### src/rtl/idchk_pkg.sv
package idchk_pkg;
  localparam int SIZE_W = 11;
  localparam int BASE_BYTES = 128;
  localparam logic [7:0] SYNC_BYTE = 8'hA1;
  localparam logic [7:0] MARK_BYTE = 8'hFE;

  typedef struct packed {
    logic arm;   // restart the record capture
    logic take;  // accept one record byte
  } dpStrobe_t;

  function automatic logic [15:0] crcStep(input logic [15:0] c, input logic [7:0] d);
    logic [15:0] r;
    r = c;
    for (int i = 7; i >= 0; i--) begin
      if (r[15] ^ d[i]) r = {r[14:0], 1'b0} ^ 16'h1021;
      else r = {r[14:0], 1'b0};
    end
    return r;
  endfunction

  function automatic logic [15:0] crcAfterMark();
    logic [15:0] r;
    r = 16'hFFFF;
    for (int k = 0; k < 3; k++) r = crcStep(r, SYNC_BYTE);
    return crcStep(r, MARK_BYTE);
  endfunction
endpackage

### src/rtl/idFieldPath.sv
module idFieldPath
  import idchk_pkg::*;
(
  input  logic              clk,
  input  logic              rstN,
  input  dpStrobe_t         strobe,
  input  logic              raMode,
  input  logic [7:0]        byteIn,
  input  logic [7:0]        trackReg,
  input  logic [7:0]        sectorReg,
  input  logic              sideCmpEn,
  input  logic              sideSel,
  output logic              lastByte,
  output logic              crcGood,
  output logic              idHit,
  output logic [1:0]        sizeCode,
  output logic [SIZE_W-1:0] sizeBytes,
  output logic [7:0]        dataOut,
  output logic              dataValid
);
  localparam logic [15:0] PRESET = crcAfterMark();
  localparam int REC_BYTES = 6;

  logic [15:0] crcReg;
  logic [2:0]  byteCnt;
  logic [7:0]  trkFld, sideFld, secFld;
  logic [1:0]  lenFld;

  always_ff @(posedge clk) begin
    if (!rstN) begin
      crcReg    <= 16'hFFFF;
      byteCnt   <= '0;
      trkFld    <= '0;
      sideFld   <= '0;
      secFld    <= '0;
      lenFld    <= '0;
      dataOut   <= '0;
      dataValid <= 1'b0;
    end else begin
      dataValid <= strobe.take && raMode;
      if (strobe.arm) begin
        crcReg  <= PRESET;
        byteCnt <= '0;
      end else if (strobe.take) begin
        crcReg  <= crcStep(crcReg, byteIn);
        byteCnt <= byteCnt + 3'd1;
        dataOut <= byteIn;
        case (byteCnt)
          3'd0: trkFld  <= byteIn;
          3'd1: sideFld <= byteIn;
          3'd2: secFld  <= byteIn;
          3'd3: lenFld  <= byteIn[1:0];
          default: ;
        endcase
      end
    end
  end

  assign lastByte  = byteCnt == 3'(REC_BYTES - 1);
  assign crcGood   = crcReg == 16'h0000;
  assign idHit     = (trkFld == trackReg) && (secFld == sectorReg) &&
                     (!sideCmpEn || sideFld == {7'b0, sideSel});
  assign sizeCode  = lenFld;
  assign sizeBytes = SIZE_W'(BASE_BYTES) << lenFld;
endmodule

### src/rtl/idSearchCtrl.sv
module idSearchCtrl
  import idchk_pkg::*;
#(
  parameter int INDEX_LIMIT = 5
) (
  input  logic      clk,
  input  logic      rstN,
  input  logic      searchStart,
  input  logic      readAddr,
  input  logic      idMark,
  input  logic      byteValid,
  input  logic      indexPulse,
  input  logic      lastByte,
  input  logic      crcGood,
  input  logic      idHit,
  output dpStrobe_t strobe,
  output logic      raMode,
  output logic      busy,
  output logic      match,
  output logic      crcError,
  output logic      recordNotFound
);
  localparam int IDX_W = $clog2(INDEX_LIMIT + 1);

  typedef enum logic [1:0] {IDLE, SEARCH, CAPTURE, CHECK} state_t;
  state_t state;
  logic [IDX_W-1:0] idxCnt;
  logic finishNow, timeoutHit;

  always_comb begin
    strobe.arm  = (state == SEARCH || state == CAPTURE) && idMark;
    strobe.take = (state == CAPTURE) && byteValid && !idMark;
    finishNow   = (state == CHECK) && (raMode || (idHit && crcGood));
    timeoutHit  = (state != IDLE) && indexPulse && (idxCnt == IDX_W'(INDEX_LIMIT - 1));
  end

  assign busy = state != IDLE;

  always_ff @(posedge clk) begin
    if (!rstN) begin
      state          <= IDLE;
      idxCnt         <= '0;
      raMode         <= 1'b0;
      match          <= 1'b0;
      crcError       <= 1'b0;
      recordNotFound <= 1'b0;
    end else if (state == IDLE) begin
      if (searchStart) begin
        state          <= SEARCH;
        idxCnt         <= '0;
        raMode         <= readAddr;
        match          <= 1'b0;
        crcError       <= 1'b0;
        recordNotFound <= 1'b0;
      end
    end else begin
      if (indexPulse) idxCnt <= idxCnt + 1'b1;
      case (state)
        SEARCH:  if (idMark) state <= CAPTURE;
        CAPTURE: if (!idMark && byteValid && lastByte) state <= CHECK;
        CHECK: begin
          if (raMode) begin
            crcError <= !crcGood;
            state    <= IDLE;
          end else if (idHit && crcGood) begin
            match    <= 1'b1;
            crcError <= 1'b0;
            state    <= IDLE;
          end else begin
            if (idHit) crcError <= 1'b1;
            state <= SEARCH;
          end
        end
        default: state <= IDLE;
      endcase
      if (timeoutHit && !finishNow) begin
        state          <= IDLE;
        recordNotFound <= 1'b1;
      end
    end
  end
endmodule

### src/rtl/idFieldChecker.sv
module idFieldChecker
  import idchk_pkg::*;
#(
  parameter int INDEX_LIMIT = 5
) (
  input  logic              clk,
  input  logic              rstN,
  input  logic              searchStart,
  input  logic              readAddr,
  input  logic              sideCmpEn,
  input  logic              sideSel,
  input  logic [7:0]        trackReg,
  input  logic [7:0]        sectorReg,
  input  logic              idMark,
  input  logic              byteValid,
  input  logic [7:0]        byteIn,
  input  logic              indexPulse,
  output logic              busy,
  output logic              match,
  output logic              crcError,
  output logic              recordNotFound,
  output logic [1:0]        sizeCode,
  output logic [SIZE_W-1:0] sizeBytes,
  output logic [7:0]        dataOut,
  output logic              dataValid
);
  dpStrobe_t strobe;
  logic raMode, lastByte, crcGood, idHit;

  idSearchCtrl #(.INDEX_LIMIT(INDEX_LIMIT)) u_ctrl (
    .clk(clk), .rstN(rstN), .searchStart(searchStart), .readAddr(readAddr),
    .idMark(idMark), .byteValid(byteValid), .indexPulse(indexPulse),
    .lastByte(lastByte), .crcGood(crcGood), .idHit(idHit),
    .strobe(strobe), .raMode(raMode), .busy(busy), .match(match),
    .crcError(crcError), .recordNotFound(recordNotFound)
  );

  idFieldPath u_path (
    .clk(clk), .rstN(rstN), .strobe(strobe), .raMode(raMode), .byteIn(byteIn),
    .trackReg(trackReg), .sectorReg(sectorReg), .sideCmpEn(sideCmpEn),
    .sideSel(sideSel), .lastByte(lastByte), .crcGood(crcGood), .idHit(idHit),
    .sizeCode(sizeCode), .sizeBytes(sizeBytes), .dataOut(dataOut),
    .dataValid(dataValid)
  );
endmodule

### config.mk
export PLATFORM = sky130hd
export DESIGN_NAME = idFieldChecker
export DESIGN_NICKNAME = d
export VERILOG_FILES = /design/src/rtl/idchk_pkg.sv /design/src/rtl/idFieldPath.sv /design/src/rtl/idSearchCtrl.sv /design/src/rtl/idFieldChecker.sv
export SDC_FILE = /design/constraint.sdc
export NUM_CORES = 1
export LEC_CHECK = 0
export ABC_AREA = 1
export BUFFER_PORTS_ARGS = -buffer_cell sky130_fd_sc_hd__buf_2
export CORE_ASPECT_RATIO = 1.25
export CORE_UTILIZATION = 35
export DETAILED_ROUTE_END_ITERATION = 10
export HOLD_SLACK_MARGIN = 0.15
export PLACE_DENSITY = 0.61
export SYNTH_ARGS = -nofsm -noshare
export SYNTH_HDL_FRONTEND = slang
export SYNTH_SLANG_ARGS = --single-unit
### constraint.sdc
create_clock -name clk -period 1.7 [get_ports clk]
set_input_delay 0.255 -clock clk [delete_from_list [all_inputs] [get_ports clk]]
set_output_delay 0.255 -clock clk [all_outputs]
set_load 0.05 [all_outputs]
==> results of run 1 <==
## cell families (layout without fill, tap and decap cells)
| kind of cell | count (synthesis) | count (layout) | synth area share |
|---|---|---|---|
| AOI/OAI and AO/OA | 91 | 91 | 0.152 |
| xor gates and xnor gates | 25 | 25 | 0.0801 |
| adders and majority gates | 12 | 12 | 0.0469 |
| buffers and inverters | 68 | 130 | 0.0915 |
| DFF | 63 | 63 | 0.394 |
| other | 1 | 7 | 0.00117 |
| and+or+nand+nor | 178 | 178 | 0.234 |
## cell type report
class / count / share of cell area
sequential: 63 / 0.323
timing repair buffer: 65 / 0.0920
tap: 120 / 0.0381
inverter: 49 / 0.0476
clock buffer: 12 / 0.0419
multi-input combinational: 313 / 0.433
clock inverter: 4 / 0.0251
## path summary, 6_finish.rpt
check	startpoint	endpoint	slack, ps	cells after the start
worst min-delay path	indexPulse	u_ctrl.idxCnt[1]	190	3
worst max-delay path	u_ctrl.state[1]	busy	80	4
worst min register to register	u_ctrl.idxCnt[2]	u_ctrl.idxCnt[2]	450	1
worst max register to register	u_ctrl.state[0]	u_path.crcReg[10]	120	7
## layer usage
| metal | GRT usage | share of wire | vias up |
|---|---|---|---|
| li1 | - | - | 1509 |
| met1 | 0.198 | 0.44 | 1270 |
| met2 | 0.299 | 0.50 | 51 |
| met3 | 0.0288 | 0.028 | 17 |
| met4 | 0.104 | 0.031 | 0 |
| met5 | 0 | 0 | - |
## cells in the mapped netlist, drive strengths merged
cell type and n:
nand3 10, xnor2 17, clkbuf 8, nand2 78, inv 49, nand3b 1
nor2 81, or2 1, nor4 1, xor2 8, nand4 3, o22ai 1
a221o 1, o21ai 46, buf 11, a211o 1, ha 12, a211oi 1
dfxtp 63, o211ai 8, nor3 3, conb 1, a21oi 33
## flip-flops by register name (all words and copies together), names as in the netlist, 2 cells and up
signal	count
u_path.sizeCode	2
u_ctrl.idxCnt	3
u_path.trkFld	8
u_path.sideFld	8
u_path.secFld	8
u_ctrl.state	2
u_path.byteCnt	3
u_path.dataOut	8
u_path.crcReg	16
## layout by cell type (no fill, tap or decap), types with 2 or more instances in the layout
cell,n
nor2_1,72
nand2_1,71
dfxtp_1,53
buf_2,50
o21ai_0,44
inv_1,41
a21oi_1,33
buf_4,15
xnor2_1,12
clkbuf_8,12
ha_1,11
nand3_1,10
dfxtp_2,10
nor2_2,8
xor2_1,8
o211ai_1,8
inv_2,7
conb_1,7
nand2_2,5
xnor2_2,5
bufinv_16,3
nor3_1,2
nand4_1,2
nand2_4,2
o21ai_1,2
## metrics by stage
step / utilization / worst slack [ps] / instance area (um2) / hold WS, ps / total power, uW
after floorplan: - / 2.91 / 3230 / 390 / 3020
after global placement: 0.413 / 128 / 3630 / 435 / 3400
after detailed placement: 0.413 / 64.7 / 3630 / 447 / 3430
after CTS: 0.445 / 7.33 / 3910 / 186 / 5170
after global routing: 0.449 / 1.11 / 3950 / 215 / 5480
final: 0.449 / 82.3 / 3950 / 191 / 5170
## critical path, cell delays in order (launching register included)
cell and delay (ps):
dfxtp_2 350, inv_1 120, ha_4 190, clkinvlp_4 130
buf_4 210
## what timing repair did
item | in CTS | in global routing
pin swaps | 0 | 12
setup endpoints to repair | 1 | 32
hold endpoints to repair | 0 | 0
resized for setup | 2 | 20
setup buffers | 0 | 0
## power by group
| group | leakage (uW) | internal (uW) | switching [uW] |
|---|---|---|---|
| Combinational | 0.00117 | 637 | 987 |
| Sequential | 0.000514 | 1680 | 169 |
| Clock | 0.000133 | 1100 | 601 |
==> flow_summary.yaml, run 1 <==
synthesis:
  yosys_warnings: 0
  syn_area_per_cell_um2: 7.31
  yosys_register_bits: 63
  synth.distinct_cells: 33
  synth-seq-area-share: 0.394
  synthCells: 438
  synth.cell_area_um2: 3200
  yosys.area.top_type: "dfxtp_1"
  synth.area.top_cells: "dfxtp_1, nor2_1, nand2_1"
  synth_top_area_share: 0.394
cells_and_area:
  insertedDiodeCount: 0
  fillerInstances: 888
  fin_cells: 626
  drive_above_1_share: 0.245
  area_delta_synth_final_pct: 23.3
  ff_latch_area_um2: 1270
  nets: 546
  multi_input_area_um2: 1710
grt:
  track_usage: 0.173
  grt_pass1_vias: 2615
  grt_overflow: 0
  grt_max_degree: 45
  grt_pass1_wl_um: 12300
  antenna_found_initial: 0
place:
  portBuffers: 51
  dp_cells: 610
  place.gp.congestion: 0.826
  dpl.hpwl_um: 5620
clocking:
  cts_root_buf: "clkbuf_8"
  ctsHoldBuffers: 0
  clkTransAtPathRegs_ps: 70
  cts_made_buffers: 9
  clk_path_buf_depth: 2
  tritoncts: "done"
  clock_latency_ps: 350
  cts.sinks: 63
  htree_levels: 3
critical_path:
  crit_type: "reg -> out"
  path_max_fanout: 6
  required_ps: 1440
  cp.arrival_ps: 1360
  crit_path_end_kind: "output port"
  start_kind: "register"
route:
  viasPerCell: 4.55
  wl_per_cell_um: 12.2
  drcViolationCount: 0
  totalWireLength_um: 7630
  ant_nets: 0
  dr.pass1.iters: 4
  first_iter_violations: 148
  num_vias: 2847
power_and_ir_drop:
  ir_worst_vdd_uv: 432
  p_leak_uw: 0.00182
  power_density_nw_per_um2: 1310
die:
  die_area_um2: 9530
  die_w_um: 87.5
  io_pins: 59
  start_util: 0.364
  die_h_um: 109
  rows: 38
  core-area_um2: 8800
sta:
  hold_viol: 0
  setup_viol: 0
  rsz0062_at_grt: "no"
  drv_slew: 0
  timing.setup.tns_ps: 0
  min_period_over_period: 0.952
  fmax_ghz: 0.618
  finClkSkew_ps: 9.03
  post-route-min-period_ps: 1620
flow_run:
  cap_violations: 0
worst_hold_path:
  hold_path.class: "in -> reg"
run_status:
  outcome: "finished clean"
(Power assumes the default switching activity.)
==> run 2, diff against run 1 <==
--- a/config.mk
+++ b/config.mk
@@ -8,10 +8,13 @@
 export ABC_AREA = 1
 export BUFFER_PORTS_ARGS = -buffer_cell sky130_fd_sc_hd__buf_2
 export CORE_ASPECT_RATIO = 1.25
+export CORE_MARGIN = 5
 export CORE_UTILIZATION = 35
+export CTS_BUF_LIST = sky130_fd_sc_hd__clkbuf_4
 export DETAILED_ROUTE_END_ITERATION = 10
 export HOLD_SLACK_MARGIN = 0.15
 export PLACE_DENSITY = 0.61
 export SYNTH_ARGS = -nofsm -noshare
 export SYNTH_HDL_FRONTEND = slang
+export SYNTH_HIERARCHICAL = 1
 export SYNTH_SLANG_ARGS = --single-unit
==> flow_summary.yaml, run 2 <==
run_status:
  outcome: "finished, violations left"
  violations: "setup timing"
sta:
  setup_viol: 1
  min_period_over_period: 1.01
  drv_slew: 0
  hold_viol: 0
  finClkSkew_ps: 12.6
  fmax_ghz: 0.582
  rsz0062_at_grt: "yes"
  post-route-min-period_ps: 1720
  layout_setup_ws_ps: -19.1
clocking:
  tritoncts: "done"
  htree_levels: 3
  cts_root_buf: "clkbuf_4"
  clkTransAtPathRegs_ps: 110
  cts.sinks: 63
  clk_path_buf_depth: 2
  clock_latency_ps: 400
  cts_made_buffers: 9
grt:
  grt_pass1_wl_um: 13900
  grt_overflow: 0
  grtUsageMet3: 0.0306
  track_usage: 0.149
  grt-busiest-layer: "met2"
  grt_max_degree: 23
  use_met1: 0.174
  antenna_found_initial: 1
  grt_pass1_vias: 2997
  grt_use_met2: 0.256
synthesis:
  synthCells: 464
  synth_edf_count: 0
  synth.cell_area_um2: 3300
  syn_area_per_cell_um2: 7.12
  yosys_register_bits: 63
  synth-seq-area-share: 0.382
  synth.distinct_cells: 30
  yosys_warnings: 6
  yosys.area.top_type: "dfxtp_1"
  synth_top_area_share: 0.382
  synthMostInstantiatedCell: "nand2_1"
  ys.flop_type: "dfxtp_1"
  synth.area.top_cells: "dfxtp_1, nand2_1, a21oi_1"
  synthArstFlopShare: 0
  synth_common_cells: "nand2_1, a21oi_1, dfxtp_1"
cells_and_area:
  design_area_um2: 4180
  multi_input_area_um2: 1840
  fin_cells: 684
  regMostFlops: "u_path/crcReg"
  nets: 601
  layout_commonest_cell: "nand2_1"
  final_cell_mix: "nand2_1, a21oi_1, dfxtp_1, buf_2, inv_1"
  largest_register_ffs: 16
  ff_latch_area_um2: 1270
  fin_util: 0.456
  drive_above_1_share: 0.270
  area_delta_synth_final_pct: 26.5
  fillerInstances: 976
die:
  core-area_um2: 9170
  die_w_um: 96.9
  rows: 39
  start_util: 0.360
  die_h_um: 119
  io_pins: 59
  die_area_um2: 11500
critical_path:
  cpMaxStageDelayCell: "dfxtp_1"
  required_ps: 2010
  crit_path_end_kind: "register"
  path_common_cell: "nand2_4"
  cpPeakStageDelay_ps: 340
  crit_type: "reg -> reg"
  crit_chain: "xnor2_1 -> nand3_2 -> nor2_2 -> nand2_2 -> nor2_4 -> nand2_4 -> nand2_4 -> nand2_4 -> nand2_8 -> nand3_4 -> nand3_2 -> nand2_1 -> nand2_1 -> nor2_1"
  path_max_fanout: 6
  cp.arrival_ps: 2030
  start_kind: "register"
route:
  viasPerCell: 4.75
  wl_per_cell_um: 13.3
  num_vias: 3252
  dr.pass1.iters: 4
  first_iter_violations: 155
  ant_nets: 0
  totalWireLength_um: 9120
  drcViolationCount: 0
place:
  dpl.hpwl_um: 6600
  portBuffers: 51
  place.gp.congestion: 0.822
  place_area_um2: 3810
  dp_cells: 652
power_and_ir_drop:
  ir_worst_vdd_uv: 659
  p_seq_frac: 0.391
  p_leak_uw: 0.00205
  combPwrFrac: 0.436
  p_clk_frac: 0.173
  power.internal_uw: 2750
  switching_share: 0.416
  power_density_nw_per_um2: 1130
  power_switching_uw: 1960
worst_hold_path:
  hold_path.class: "in -> reg"
flow_run:
  cap_violations: 0
-- run 2: cell families after synthesis --
| group | synth area share |
|---|---|
| flip-flops | 0.382 |
| AO/OA/AOI/OAI | 0.171 |
| adder cells (fa/ha/maj) | 0.0417 |
| other | 0.00113 |
| buffers and inverters | 0.102 |
| AND/OR/NAND/NOR | 0.265 |
| XOR/XNOR | 0.0371 |
-- run 2: layout make-up --
class	instances	area share
multi-input cells	336	0.441
flip-flops and latches	63	0.304
repair buffers	93	0.143
inverters	54	0.0521
well taps	123	0.0368
clock buffers	11	0.0198
clock inverters	3	0.00299
diodes	1	0.000599
-- run 2: power groups by stage --
stage,clock [uW],sequential (uW),combinational (uW)
after floorplan,0,1990,1160
after global placement,0,1840,1820
after detailed placement,0,1850,1850
after CTS,841,1820,1920
after global routing,912,1860,2250
final,816,1840,2060
-- run 2: worst paths after layout --
path                    startpoint               end  slack [ps]  cells past startpoint
setup reg to reg  u_path/secFld[7]   u_ctrl/state[0]         -20                     14
setup / recovery  u_path/secFld[7]   u_ctrl/state[0]         -20                     14
hold reg to reg   u_ctrl/idxCnt[2]  u_ctrl/idxCnt[2]         470                      1
hold / removal           byteIn[4]  u_path/crcReg[4]         230                      4
-- run 2: metal layers --
metal | vias up | part of all wire | routed length (um)
met2 | 76 | 0.51 | 4630
met3 | 9 | 0.047 | 429
met1 | 1492 | 0.43 | 3910
li1 | 1675 | - | -
met5 | - | 0 | 0
met4 | 0 | 0.016 | 150
-- run 2: repair_timing --
item,CTS,global route
setup buffers,2,12
resized for setup,12,46
pin swaps,3,14
endpoints found under the hold margin,2,0
hold buffers,2,0
gates cloned,0,1
setup endpoints to repair,13,40
-- run 2: through the flow --
step,hold slack (ps),power (uW),TNS [ps],setup slack [ps]
final,230,4720,-19.1,-19.1
after global routing,228,5030,-1000,-147
after CTS,214,4580,0,2.53
after detailed placement,455,3700,-1000,-158
after global placement,446,3660,-450,-82.7
after floorplan,375,3150,0,6.97
-- run 2: critical path: cells and delay by family, from the launching register on --
| kind | cells | cell delay (ps) |
|---|---|---|
| xor gates and xnor gates | 1 | 220 |
| DFF | 1 | 340 |
| and+or+nand+nor | 13 | 1080 |
